==> config.mk <==
export PLATFORM = sky130hd
export DESIGN_NAME = io_cycle_seq
export DESIGN_NICKNAME = d
export VERILOG_FILES = /design/src/rtl/io_cycle_pkg.sv /design/src/rtl/io_cycle_fsm.sv /design/src/rtl/io_wait_timer.sv /design/src/rtl/io_cycle_datapath.sv /design/src/rtl/io_cycle_seq.sv
export SDC_FILE = /design/constraint.sdc
export NUM_CORES = 1
export LEC_CHECK = 0
export BUFFER_PORTS_ARGS = -buffer_cell sky130_fd_sc_hd__clkbuf_2
export CAP_MARGIN = 15
export CORE_MARGIN = 4
export CORE_UTILIZATION = 50
export CTS_BUF_LIST = sky130_fd_sc_hd__clkbuf_4
export DETAILED_ROUTE_END_ITERATION = 12
export PLACE_DENSITY_LB_ADDON = 0.12
export SYNTH_ARGS = -nofsm -noshare
export SYNTH_HDL_FRONTEND = slang
export SYNTH_SLANG_ARGS = --single-unit
==> constraint.sdc <==
create_clock -name clk -period 2.63 [get_ports clk]
set_clock_uncertainty 0.05 [all_clocks]
set_input_delay 0.3945 -clock clk [delete_from_list [all_inputs] [get_ports clk]]
set_output_delay 0.3945 -clock clk [all_outputs]
set_load 0.05 [all_outputs]
==> src/rtl/io_cycle_pkg.sv <==
package io_cycle_pkg;

    typedef enum logic [1:0] {
        ST_IDLE = 2'd0,
        ST_ALE  = 2'd1,
        ST_CMD  = 2'd2,
        ST_DONE = 2'd3
    } cyc_state_e;

endpackage

==> src/rtl/io_cycle_fsm.sv <==
module io_cycle_fsm
    import io_cycle_pkg::*;
(
    input  logic       clk,
    input  logic       rst_n,
    input  logic       start_i,
    input  logic       wait_over_i,
    input  logic       ready_i,
    input  logic       tmo_hit_i,
    output cyc_state_e state_o,
    output logic       accept_o,
    output logic       load_o,
    output logic       finish_o,
    output logic       timeout_o,
    output logic       extend_o
);

    typedef struct packed {
        cyc_state_e state;
    } fsm_regs_t;

    fsm_regs_t r_q, r_d;

    always_comb begin
        r_d       = r_q;
        accept_o  = 1'b0;
        load_o    = 1'b0;
        finish_o  = 1'b0;
        timeout_o = 1'b0;
        extend_o  = 1'b0;
        unique case (r_q.state)
            ST_IDLE: begin
                if (start_i) begin
                    accept_o  = 1'b1;
                    r_d.state = ST_ALE;
                end
            end
            ST_ALE: begin
                load_o    = 1'b1;
                r_d.state = ST_CMD;
            end
            ST_CMD: begin
                if (wait_over_i) begin
                    if (ready_i) begin
                        finish_o  = 1'b1;
                        r_d.state = ST_DONE;
                    end else if (tmo_hit_i) begin
                        finish_o  = 1'b1;
                        timeout_o = 1'b1;
                        r_d.state = ST_DONE;
                    end else begin
                        extend_o = 1'b1;
                    end
                end
            end
            ST_DONE: begin
                r_d.state = ST_IDLE;
            end
            default: r_d.state = ST_IDLE;
        endcase
    end

    always_ff @(posedge clk or negedge rst_n) begin
        if (!rst_n) begin
            r_q.state <= ST_IDLE;
        end else begin
            r_q <= r_d;
        end
    end

    assign state_o = r_q.state;

endmodule

==> src/rtl/io_wait_timer.sv <==
module io_wait_timer #(
    parameter int WS_WIDE   = 1,
    parameter int WS_NARROW = 4,
    parameter int TW        = 8
) (
    input  logic          clk,
    input  logic          rst_n,
    input  logic          load_i,
    input  logic          wide_i,
    input  logic          in_cmd_i,
    input  logic          extend_i,
    input  logic [TW-1:0] limit_i,
    output logic          wait_over_o,
    output logic          tmo_hit_o
);

    localparam int WS_MAX = (WS_NARROW > WS_WIDE) ? WS_NARROW : WS_WIDE;
    localparam int WCW    = $clog2(WS_MAX + 1);

    typedef struct packed {
        logic [WCW-1:0] wcnt;
        logic [TW-1:0]  ext;
    } timer_regs_t;

    timer_regs_t r_q, r_d;

    always_comb begin
        r_d = r_q;
        if (load_i) begin
            r_d.wcnt = wide_i ? WCW'(WS_WIDE) : WCW'(WS_NARROW);
            r_d.ext  = '0;
        end else if (in_cmd_i && (r_q.wcnt != '0)) begin
            r_d.wcnt = r_q.wcnt - WCW'(1);
        end else if (extend_i) begin
            r_d.ext = r_q.ext + TW'(1);
        end
    end

    always_ff @(posedge clk or negedge rst_n) begin
        if (!rst_n) begin
            r_q.wcnt <= '0;
            r_q.ext  <= '0;
        end else begin
            r_q <= r_d;
        end
    end

    assign wait_over_o = (r_q.wcnt == '0);
    assign tmo_hit_o   = (r_q.ext >= limit_i);

endmodule

==> src/rtl/io_cycle_datapath.sv <==
module io_cycle_datapath #(
    parameter int AW = 16,
    parameter int DW = 16
) (
    input  logic          clk,
    input  logic          rst_n,
    input  logic          accept_i,
    input  logic          finish_i,
    input  logic          timeout_i,
    input  logic          write_i,
    input  logic [AW-1:0] addr_i,
    input  logic [DW-1:0] wdata_i,
    input  logic [DW-1:0] bus_data_i,
    output logic [AW-1:0] addr_o,
    output logic          write_o,
    output logic [DW-1:0] wdata_o,
    output logic [DW-1:0] rdata_o,
    output logic          err_o
);

    typedef struct packed {
        logic [AW-1:0] addr;
        logic          write;
        logic [DW-1:0] wdata;
        logic [DW-1:0] rdata;
        logic          err;
    } dp_regs_t;

    dp_regs_t r_q, r_d;

    always_comb begin
        r_d = r_q;
        if (accept_i) begin
            r_d.addr  = addr_i;
            r_d.write = write_i;
            r_d.wdata = wdata_i;
            r_d.err   = 1'b0;
        end
        if (finish_i) begin
            if (!r_q.write) begin
                r_d.rdata = bus_data_i;
            end
            r_d.err = timeout_i;
        end
    end

    always_ff @(posedge clk or negedge rst_n) begin
        if (!rst_n) begin
            r_q.addr  <= '0;
            r_q.write <= 1'b0;
            r_q.wdata <= '0;
            r_q.rdata <= '0;
            r_q.err   <= 1'b0;
        end else begin
            r_q <= r_d;
        end
    end

    assign addr_o  = r_q.addr;
    assign write_o = r_q.write;
    assign wdata_o = r_q.wdata;
    assign rdata_o = r_q.rdata;
    assign err_o   = r_q.err;

endmodule

==> src/rtl/io_cycle_seq.sv <==
module io_cycle_seq
    import io_cycle_pkg::*;
#(
    parameter int AW        = 16,
    parameter int DW        = 16,
    parameter int TW        = 8,
    parameter int WS_WIDE   = 1,
    parameter int WS_NARROW = 4
) (
    input  logic          clk,
    input  logic          rst_n,
    input  logic          start_i,
    input  logic          start_write_i,
    input  logic [AW-1:0] start_addr_i,
    input  logic [DW-1:0] start_wdata_i,
    input  logic [TW-1:0] tmo_limit_i,
    output logic          bus_ale_o,
    output logic [AW-1:0] bus_addr_o,
    output logic          bus_rd_n_o,
    output logic          bus_wr_n_o,
    output logic [DW-1:0] bus_data_o,
    output logic          bus_data_oe_o,
    input  logic [DW-1:0] bus_data_i,
    input  logic          bus_sel16_n_i,
    input  logic          bus_aen_i,
    input  logic          bus_ready_i,
    output logic          busy_o,
    output logic          done_o,
    output logic          err_o,
    output logic [DW-1:0] rdata_o
);

    cyc_state_e state;
    logic accept, load, finish, timeout, extend;
    logic wait_over, tmo_hit, in_cmd, wide;
    logic write_q, err_q;

    io_cycle_fsm u_fsm (
        .clk         (clk),
        .rst_n       (rst_n),
        .start_i     (start_i),
        .wait_over_i (wait_over),
        .ready_i     (bus_ready_i),
        .tmo_hit_i   (tmo_hit),
        .state_o     (state),
        .accept_o    (accept),
        .load_o      (load),
        .finish_o    (finish),
        .timeout_o   (timeout),
        .extend_o    (extend)
    );

    assign in_cmd = (state == ST_CMD);
    assign wide   = !bus_sel16_n_i && !bus_aen_i;

    io_wait_timer #(
        .WS_WIDE   (WS_WIDE),
        .WS_NARROW (WS_NARROW),
        .TW        (TW)
    ) u_timer (
        .clk         (clk),
        .rst_n       (rst_n),
        .load_i      (load),
        .wide_i      (wide),
        .in_cmd_i    (in_cmd),
        .extend_i    (extend),
        .limit_i     (tmo_limit_i),
        .wait_over_o (wait_over),
        .tmo_hit_o   (tmo_hit)
    );

    io_cycle_datapath #(
        .AW (AW),
        .DW (DW)
    ) u_dp (
        .clk        (clk),
        .rst_n      (rst_n),
        .accept_i   (accept),
        .finish_i   (finish),
        .timeout_i  (timeout),
        .write_i    (start_write_i),
        .addr_i     (start_addr_i),
        .wdata_i    (start_wdata_i),
        .bus_data_i (bus_data_i),
        .addr_o     (bus_addr_o),
        .write_o    (write_q),
        .wdata_o    (bus_data_o),
        .rdata_o    (rdata_o),
        .err_o      (err_q)
    );

    assign bus_ale_o     = (state == ST_ALE);
    assign bus_rd_n_o    = !(in_cmd && !write_q);
    assign bus_wr_n_o    = !(in_cmd && write_q);
    assign bus_data_oe_o = in_cmd && write_q;
    assign busy_o        = (state != ST_IDLE);
    assign done_o        = (state == ST_DONE);
    assign err_o         = (state == ST_DONE) && err_q;

endmodule

### After elaboration in Yosys (flattened, before gate mapping)

Index checks and enable logic that the tools add are counted.

* bits in registers: 63
* latch bits: 0
* bits in writable memories: 0
* memory bits (read-only): 0
* bits of input ports: 63
* memories kept: 0

* add/subtract/negate cells: 2
* multiply operators: 0
* divide/modulo/power cells: 0
* order comparisons: 1
* eq/ne operators: 7
* shift-type cells: 0
* multiplexer cells: 26
* bitwise logic cells: 1
* reductions and logical operators: 20

Operator list (number)
* 1-bit two-way mux: 16
* 8-bit two-way mux: 2
* 11-bit two-way mux: 1
* 8-bit by 1-bit adder with 8-bit output, second input constant: 1
* 8-bit greater-or-equal comparator: 1
* 2-bit two-way mux: 4
* 2-bit case mux with 4 select lines: 1
* 2-bit nonzero test: 4
* 3-bit two-way mux: 2
* 1-bit logical AND: 5
* 1-bit logical NOT: 5
* 2-bit equality test, second input constant: 2
* 2-bit inequality test, second input constant: 2
* 2-bit AND reduction: 2
* 3-bit logical NOT: 1
* 3-bit inequality test, second input constant: 1
* 3-bit AND reduction: 1
* 3-bit nonzero test: 1
* 3-bit by 1-bit subtractor with 3-bit output, second input constant: 1
* 2-bit by 1-bit equality test with 1-bit output, second input constant: 1
* 2-bit logical NOT: 1
* 2-bit by 1-bit inequality test with 1-bit output, second input constant: 1
* 1-bit inverter: 1

### Depth between registers and ports, before layout

Gate-level depths: netlist of run 1.

* depth in word-level cells: 8
* depth in mapped cells: 9
* mapped depth without buffers: 7

### Cells and area by module

A second synthesis of run 1 with hierarchy kept.

* cell total of the unflattened synthesis: 217
* area, all modules: 2902.8 µm²

By module, submodules not included
* io_cycle_datapath: times used 1, cells each 108, area an instance 1919.3 µm², seq. area each 1251.2 µm²
* io_wait_timer: times used 1, cells each 82, area an instance 752.0 µm², seq. area each 275.3 µm²
* io_cycle_fsm: times used 1, cells each 18, area an instance 170.2 µm², seq. area each 50.0 µm²
* io_cycle_seq: times used 1, cells each 9, area an instance 61.3 µm², seq. area each 0.0 µm²

### Worst setup path after synthesis of run 1

OpenSTA, ideal clock, no wires.

* kind: input port to flip-flop
* start: input tmo_limit_i[6]
* end: register u_dp.r_q (netlist bit u_dp.rdata_o[10])
* setup time: 0.125 ns
* arrival: 2.151 ns
* data required time: 2.455 ns
* path slack: 0.304 ns
* stages on the path: 9
* buffers on the path: 2
* cell sequence: inv_1 ha_1 a41o_1 a21o_1 or2_0 buf_2 o21ai_4 buf_8 mux2_4

* cells in the longest elaborated chain, start to end: 6

RTL lines
* from (decl): line io_cycle_seq.sv:16 `input logic [TW-1:0] tmo_limit_i,`
* 8-bit greater-or-equal comparator: line io_wait_timer.sv:49 `assign tmo_hit_o = (r_q.ext >= limit_i);`
* 1-bit two-way mux: line io_cycle_fsm.sv:47 `end else if (tmo_hit_i) begin`
* 1-bit two-way mux: line io_cycle_fsm.sv:44 `if (ready_i) begin`
* 1-bit two-way mux: line io_cycle_fsm.sv:43 `if (wait_over_i) begin`
* 1-bit two-way mux: line io_cycle_fsm.sv:31 `unique case (r_q.state)`
* 2-bit AND reduction (no line)
* to (signal assigned): line io_cycle_datapath.sv:55 `r_q <= r_d;`
* to (decl): line io_cycle_datapath.sv:29 `dp_regs_t r_q, r_d;`

No other way between the ends.
A chain may end at the register's enable or synchronous reset.

### Final worst setup path of run 1

* start: register u_timer.r_q[6] in the netlist's numbering
* end: register u_dp.r_q (netlist bit u_dp.rdata_o[2])

* cells in the longest elaborated chain, start to end: 6

RTL lines
* from (decl): line io_wait_timer.sv:25 `timer_regs_t r_q, r_d;`
* from (signal assigned): line io_wait_timer.sv:44 `r_q <= r_d;`
* 8-bit greater-or-equal comparator: line io_wait_timer.sv:49
* 1-bit two-way mux: line io_cycle_fsm.sv:47
* 1-bit two-way mux: line io_cycle_fsm.sv:44
* 1-bit two-way mux: line io_cycle_fsm.sv:43
* 1-bit two-way mux: line io_cycle_fsm.sv:31
* 2-bit AND reduction (no line)

No other way between the ends.

==> summary.md, run 1 <==
| Metric | Value |
|---|---|
| Status | `finished, final reports clean` |
| HP Start | `start_wdata_i[3]` |
| Pwr dens | `about 1400 nW/µm²` |
| Final hold vios | `0` |
| Clock transition at the registers of the reported paths | `about 110 ps` |
| Core Region | `between 5000 and 6000 µm²` |
| Vias | `2153` |
| Pin count of the biggest net entering global routing | `25` |
| Die Wd | `84.82 µm` |
| Number of flops mapped to enable cells by yosys | `0` |
| Gr usage total | `about 18%` |
| Distinct cells, synth | `38` |
| Vias/cell | `5.042` |
| Worst R2R End | `u_dp.rdata_o[2]$_DFFE_PN0P_` |
| Total power | `5.260 mW` |
| Adder-cell area share of the yosys netlist | `under 10%` |
| RePlAce Congestion | `between 0.7 and 0.8` |
| Area delta synth->final | `28.88%` |
| Critical path class | `reg -> reg` |
| Fin Hold WS | `178.3 ps` |
| Post-Synth XOR/XNOR Area | `less than 1%` |
| Hold Path Stages | `2` |
| Clk_lat worst skew | `390 ps` |
| CTS Buf Count | `9` |
| Main combinational cell family by area after synthesis | `multiplexers` |
| Max Cap Viol | `0` |
| Final period utilization | `91.58%` |
| Post-synthesis cell area | `roughly 3000 µm²` |
| Detailed Route WL | `6280 µm` |
| Number of iterations in the first detailed-routing pass | `4` |
| Top cell type's share of synthesized area | `around 53%` |
| Syn Nets | `299` |
| Top-count cell post-synth | `dfrtp_1` |
| Detailed placement HPWL | `about 4800 µm` |
| I/O Buffers | `117` |
| TritonCTS Sinks | `63` |
| Post-synthesis simple-gate area fraction | `under 10%` |
| Sequential area share after synthesis | `53.44%` |
| Worst Hold Class | `in -> reg` |
| Starting Density | `52.61%` |
| DRC viols | `0` |
| Final setup TNS | `0 ps` |
| # rows | `27` |
| Crit path buf inv count | `1` |
| Ys async rst share | `100.0%` |
| Syn avg cell area | `13.41 µm²` |
| Critical path, cell by cell | `ha_1, a41o_1, a21o_1, or2_0, o21ai_4, buf_12, mux2_2` |
| Synthesis-stage register bit count | `63` |
| Drt initial violations | `78` |
| Die area | `approximately 7200 µm²` |
| H-Tree Depth | `3` |
| Proportion of synthesized area in mux cells | `21.97%` |
| List of most frequent post-synthesis cells | `dfrtp_1, mux2_2, ha_1, inv_1, mux2_4` |
| Non-Filler Instances | `between 400 and 500` |
| Final net count | `between 400 and 500` |
| I/O pin count | `roughly 120` |
| Die Ht | `84.82 µm` |
| Antenna violations before repair | `0` |
| FF-to-FF Start | `u_timer.r_q[6]$_DFFE_PN0P_` |
| Antenna-violating nets left | `0` |
| CTS tree | `built` |
| Max-slew violations | `0` |
| YS warnings | `0` |
| Fraction of layout cells with a size suffix above 1 | `55.77%` |
| Arr. time, crit path | `~2600 ps` |
| Synth Area in Compound Gates | `6.277%` |
| Endpoints failing setup | `0` |
| Slowest cell on crit path | `dfrtp_1` |
| Vias in the first global route | `2375` |
| Fin crit period | `2409 ps` |
| Number of instances in the placed design | `410` |
| CP peak stage delay | `approximately 430 ps` |
| Setup crit start kind | `flip-flop` |
| Cts repair resizes | `0` |
| First-pass GRT wire length | `about 11000 µm` |
| Slew HR | `a little under two thirds` |
| Unrepaired setup endpoints after global routing | `false` |
| VDD IR max | `between 0.0008 and 0.0009 V` |
| Synth top area cells | `dfrtp_1, mux2_2, ha_1` |
| Critical Path End Type | `flip-flop` |
| # diodes | `0` |
| Cells after Synth | `220` |
| Yosys top cell by area | `dfrtp_1` |
| Worst slew pin tran | `around 540 ps` |
| Worst-path fanout max | `16` |
| Clk root buf | `clkbuf_4` |
| R2r setup slk | `around 220 ps` |
| CP delay by family, top | `compound AO/OA/AOI/OAI gates` |
| Fmax | `0.4152 GHz` |
| Worst EP required | `around 2900 ps` |
| Most common flop cell mapped by yosys | `dfrtp_1` |
| Fillers | `around 450` |
| Max Root-Sink Buffers | `2` |
| Hold Path End | `u_dp.wdata_o[3]$_DFFE_PN0P_` |
| Worst r2r path cells | `7` |
| Wire length per cell | `between 10 and 15 µm` |
| GRT Residual Overflow | `0` |
| Leak | `slightly above 2 nW` |
[routing by layer]
layer	GRT usage [%]	share of wire, %	vias to the layer above
met2	29.54	47	88
met5	0	0	-
li1	-	-	1029
met1	22.99	43	1024
met3	6.602	9.0	12
met4	7.338	1.7	0
[worst register-to-register path, cell delays in order (launching register included)]
cell	delay (ps)
dfrtp_1	430
ha_1	310
a41o_1	260
a21o_1	160
or2_0	340
o21ai_4	210
buf_12	180
mux2_2	350
[placed cells by master, fill, tap and decap left out, types with 2 or more instances in the layout]
cell / synthesis / final
nor2b_1: 3 / 3
xnor2_1: 2 / 2
dfrtp_1: 63 / 63
nor4_1: 3 / 3
nand4_1: 2 / 2
o21ai_0: 6 / 6
clkbuf_2: 0 / 117
nand2b_1: 4 / 4
a21o_1: 2 / 2
clkbuf_4: 0 / 10
nor2_1: 10 / 10
nand2_1: 6 / 6
ha_1: 16 / 16
or3_1: 3 / 3
mux2_2: 42 / 42
a21oi_1: 4 / 4
clkinv_2: 0 / 3
mux2_4: 11 / 11
nand3_1: 3 / 3
buf_4: 0 / 6
inv_1: 16 / 16
[kinds of logic (layout without fill, tap and decap cells)]
kind of cell               count (synthesis)  after routing
AOI/OAI and AO/OA                         22             22
xor gates and xnor gates                   3              3
adders and majority gates                 16             16
buffers and inverters                     22            157
DFF                                       63             63
muxes                                     54             54
and+or+nand+nor                           40             40
[worst max-delay path by stage]
stage | cells after the start | end | slack, ps | startpoint
6_report | 7 | u_dp.rdata_o[2]$_DFFE_PN0P_ | 220 | u_timer.r_q[6]$_DFFE_PN0P_
5_1_grt | 6 | u_timer.r_q[6]$_DFFE_PN0P_ | 80 | u_timer.r_q[6]$_DFFE_PN0P_
4_1_cts | 7 | u_dp.rdata_o[2]$_DFFE_PN0P_ | 220 | u_timer.r_q[6]$_DFFE_PN0P_
3_5_place_dp | 8 | u_timer.r_q[7]$_DFFE_PN0P_ | 130 | tmo_limit_i[6]
3_3_place_gp | 9 | u_dp.rdata_o[2]$_DFFE_PN0P_ | 200 | tmo_limit_i[6]
2_1_floorplan | 9 | u_dp.rdata_o[10]$_DFFE_PN0P_ | 300 | tmo_limit_i[6]
[flip-flops by register name (all words and copies together), names as in the netlist]
name	flops
u_dp.addr_o	16
u_timer.r_q	11
u_dp.rdata_o	16
u_dp.err_o	1
u_dp.wdata_o	16
u_dp.write_o	1
u_fsm.state_o	2
[metrics by stage]
stage	setup slack, ps	area [µm²]	utilization, %
2_1_floorplan	304.0	2950	-
3_3_place_gp	196.2	3656	65.19
3_5_place_dp	126.9	3656	65.19
4_1_cts	217.2	3802	67.80
5_1_grt	84.27	3802	67.80
6_report	221.5	3802	67.80
[report_power, final]
| group | leakage [nW] | switching (mW) | total [mW] | internal (mW) |
|---|---|---|---|---|
| Combinational | 1.18 | 2.08 | 2.98 | 0.900 |
| Clock | 0.0761 | 0.351 | 0.649 | 0.297 |
| Sequential | 0.780 | 0.235 | 1.63 | 1.39 |
[final cells by class]
cell class                      instances  area (µm²)  area share (%)
Clock buffer                           10       75.07           1.974
Sequential cell                        63        1577           41.46
Clock inverter                          6       61.31           1.612
Inverter                               16       60.06           1.579
Tap cell                               72       90.09           2.369
Multi-Input combinational cell        135        1279           33.63
Timing Repair Buffer                  125       660.6           17.37
[timing repair]
action | in CTS | in global routing
buffers inserted | 0 | 0
endpoints found under the hold margin | 16 | 0
hold buffers | 1 | 0
(Power assumes the default switching activity.)
==> run 2, diff against run 1 <==
- CORE_ASPECT_RATIO: unset -> 0.75
==> run 2 against run 1 <==
Total power fell by 0.63%. Setup slack got worse by 34 ps. Core utilization rose by 0.95 points. Register-to-register slack got worse by 30 ps. Clock power fell by 3%. Sequential share of layout area barely moved. Sequential power barely moved. Count of clock-buffer cells in the layout fell by 1. Cell count rose by 0.23%. Critical path type unchanged. Critical endpoint is now u_timer.r_q[6]$_DFFE_PN0P_. Largest cell class unchanged.
==> summary.md, run 2 (synthesized netlist as in run 1, its figures left out) <==
| Metric | Value |
|---|---|
| Status | `finished, final reports clean` |
| First-pass GRT wire length | `10130 µm` |
| Fmax | `0.4095 GHz` |
| Gr usage total | `between 15 and 20%` |
| Wire length per cell | `about 14 µm` |
| Leak | `between 2 and 2.5 nW` |
| Endpoints failing setup | `0` |
| Fin Hold WS | `159.4 ps` |
| Die Ht | `between 70 and 80 µm` |
| Vias/cell | `roughly 5` |
| Fin crit period | `between 2000 and 2500 ps` |
| Detailed placement HPWL | `roughly 4700 µm` |
| Critical path, cell by cell | `inv_1, ha_1, nand2b_1, a2111oi_4, nor3_4, nor4_1, mux2_2` |
| # diodes | `0` |
| Final period utilization | `a little over 90%` |
| # rows | `23` |
| Worst EP required | `about 2900 ps` |
| Final setup TNS | `0 ps` |
| Crit path buf inv count | `1` |
| Post-CTS Setup Repair Bufs | `0` |
| Setup WS post-layout | `around 190 ps` |
| Antenna violations before repair | `0` |
| Pin count of the biggest net entering global routing | `38` |
| Arr. time, crit path | `~2700 ps` |
| GRT Residual Overflow | `0` |
| Antenna-violating nets left | `0` |
| Worst Hold Class | `in -> reg` |
| Total power | `about 5.2 mW` |
| Most common cell after layout, fill and taps aside | `clkbuf_2` |
| TritonCTS Sinks | `63` |
| I/O pin count | `approximately 120` |
| Cts repair resizes | `0` |
| RePlAce Congestion | `about 0.77` |
| Core Region | `between 5000 and 6000 µm²` |
| Max-slew violations | `0` |
| Vias | `about 2100` |
| Starting Density | `53.40%` |
| Fraction of layout cells with a size suffix above 1 | `between 50 and 60%` |
| Clk_lat worst skew | `roughly 400 ps` |
| Slew HR | `54.17%` |
| VDD IR max | `0.0008760 V` |
| Final net count | `427` |
| Detailed Route WL | `roughly 6100 µm` |
| Area delta synth->final | `28.75%` |
| Clock transition at the registers of the reported paths | `~110 ps` |
| CP delay by family, top | `simple AND/OR/NAND/NOR gates` |
| Worst-path fanout max | `6` |
| CTS Buf Count | `9` |
| Die area | `7207 µm²` |
| Critical Path End Type | `flip-flop` |
| DRC viols | `0` |
| Pwr dens | `between 1000 and 1500 nW/µm²` |
| I/O Buffers | `between 100 and 150` |
| Final hold vios | `0` |
| Clk root buf | `clkbuf_4` |
| Number of iterations in the first detailed-routing pass | `4` |
| CTS tree | `built` |
| # hold bufs at CTS | `1` |
| Max Cap Viol | `0` |
| Commonest cells after routing, fill and taps aside | `clkbuf_2, dfrtp_1, mux2_2` |
| Worst slew pin tran | `just under 700 ps` |
| H-Tree Depth | `3` |
| CP peak stage delay | `between 400 and 500 ps` |
| Critical path class | `reg -> reg` |
| Die Wd | `between 90 and 100 µm` |
| Max Root-Sink Buffers | `2` |
| Finished Core Util | `between 60% and 70%` |
| Worst slack, placed | `between 100 and 150 ps` |
| Vias in the first global route | `approximately 2200` |
| Unrepaired setup endpoints after global routing | `false` |
| Setup crit start kind | `flip-flop` |
| Slowest cell on crit path | `dfrtp_1` |
| Drt initial violations | `a little over 60` |
run 2: path summary, 6_finish.rpt:
kind | from | end | slack, ps | cells past startpoint
max in group asynchronous | rst_n | u_timer.r_q[5]$_DFFE_PN0P_ | 1410 | 3
min reg2reg | u_dp.addr_o[7]$_DFFE_PN0P_ | u_dp.addr_o[7]$_DFFE_PN0P_ | 460 | 1
max reg2reg | u_timer.r_q[0]$_DFFE_PN0P_ | u_timer.r_q[6]$_DFFE_PN0P_ | 190 | 7
max | u_timer.r_q[0]$_DFFE_PN0P_ | u_timer.r_q[6]$_DFFE_PN0P_ | 190 | 7
min in group asynchronous | rst_n | u_dp.addr_o[4]$_DFFE_PN0P_ | 490 | 2
min | start_addr_i[12] | u_dp.addr_o[12]$_DFFE_PN0P_ | 160 | 2
run 2: final cells by class:
class,count,area (µm²)
Clock buffer,9,67.56
Clock inverter,7,63.81
Fill cell,428,1727
Tap cell,75,93.84
Inverter,16,60.06
Timing Repair Buffer,123,658.1
Multi-Input combinational cell,135,1279
Sequential cell,63,1577
run 2: per-layer routing:
layer | wire length [µm] | global-route usage, % | part of all wire [%] | vias to the layer above
met5 | 0 | 0 | 0 | -
met4 | 118 | 7.788 | 1.9 | 0
met3 | 610 | 8.903 | 10 | 15
met2 | 2735 | 26.45 | 45 | 81
met1 | 2596 | 22.21 | 43 | 983
li1 | - | - | - | 1030
run 2: worst register-to-register path, cell delays in order, from the launching register on:
cell	delay, ps
dfrtp_1	450
inv_1	100
ha_1	270
nand2b_1	170
a2111oi_4	440
nor3_4	120
nor4_1	350
mux2_2	370
run 2: metrics by stage:
stage | instances | instance area (µm²)
3_5_place_dp | 411 | 3657
5_1_grt | 428 | 3799
4_1_cts | 428 | 3799
6_report | 428 | 3799
2_1_floorplan | 220 | 2950
3_3_place_gp | 411 | 3657
run 2: where the power goes:
group	total (mW)	switching, mW	internal, mW
combinational	2.96	2.07	0.894
sequential	1.63	0.242	1.39
clock	0.630	0.349	0.281
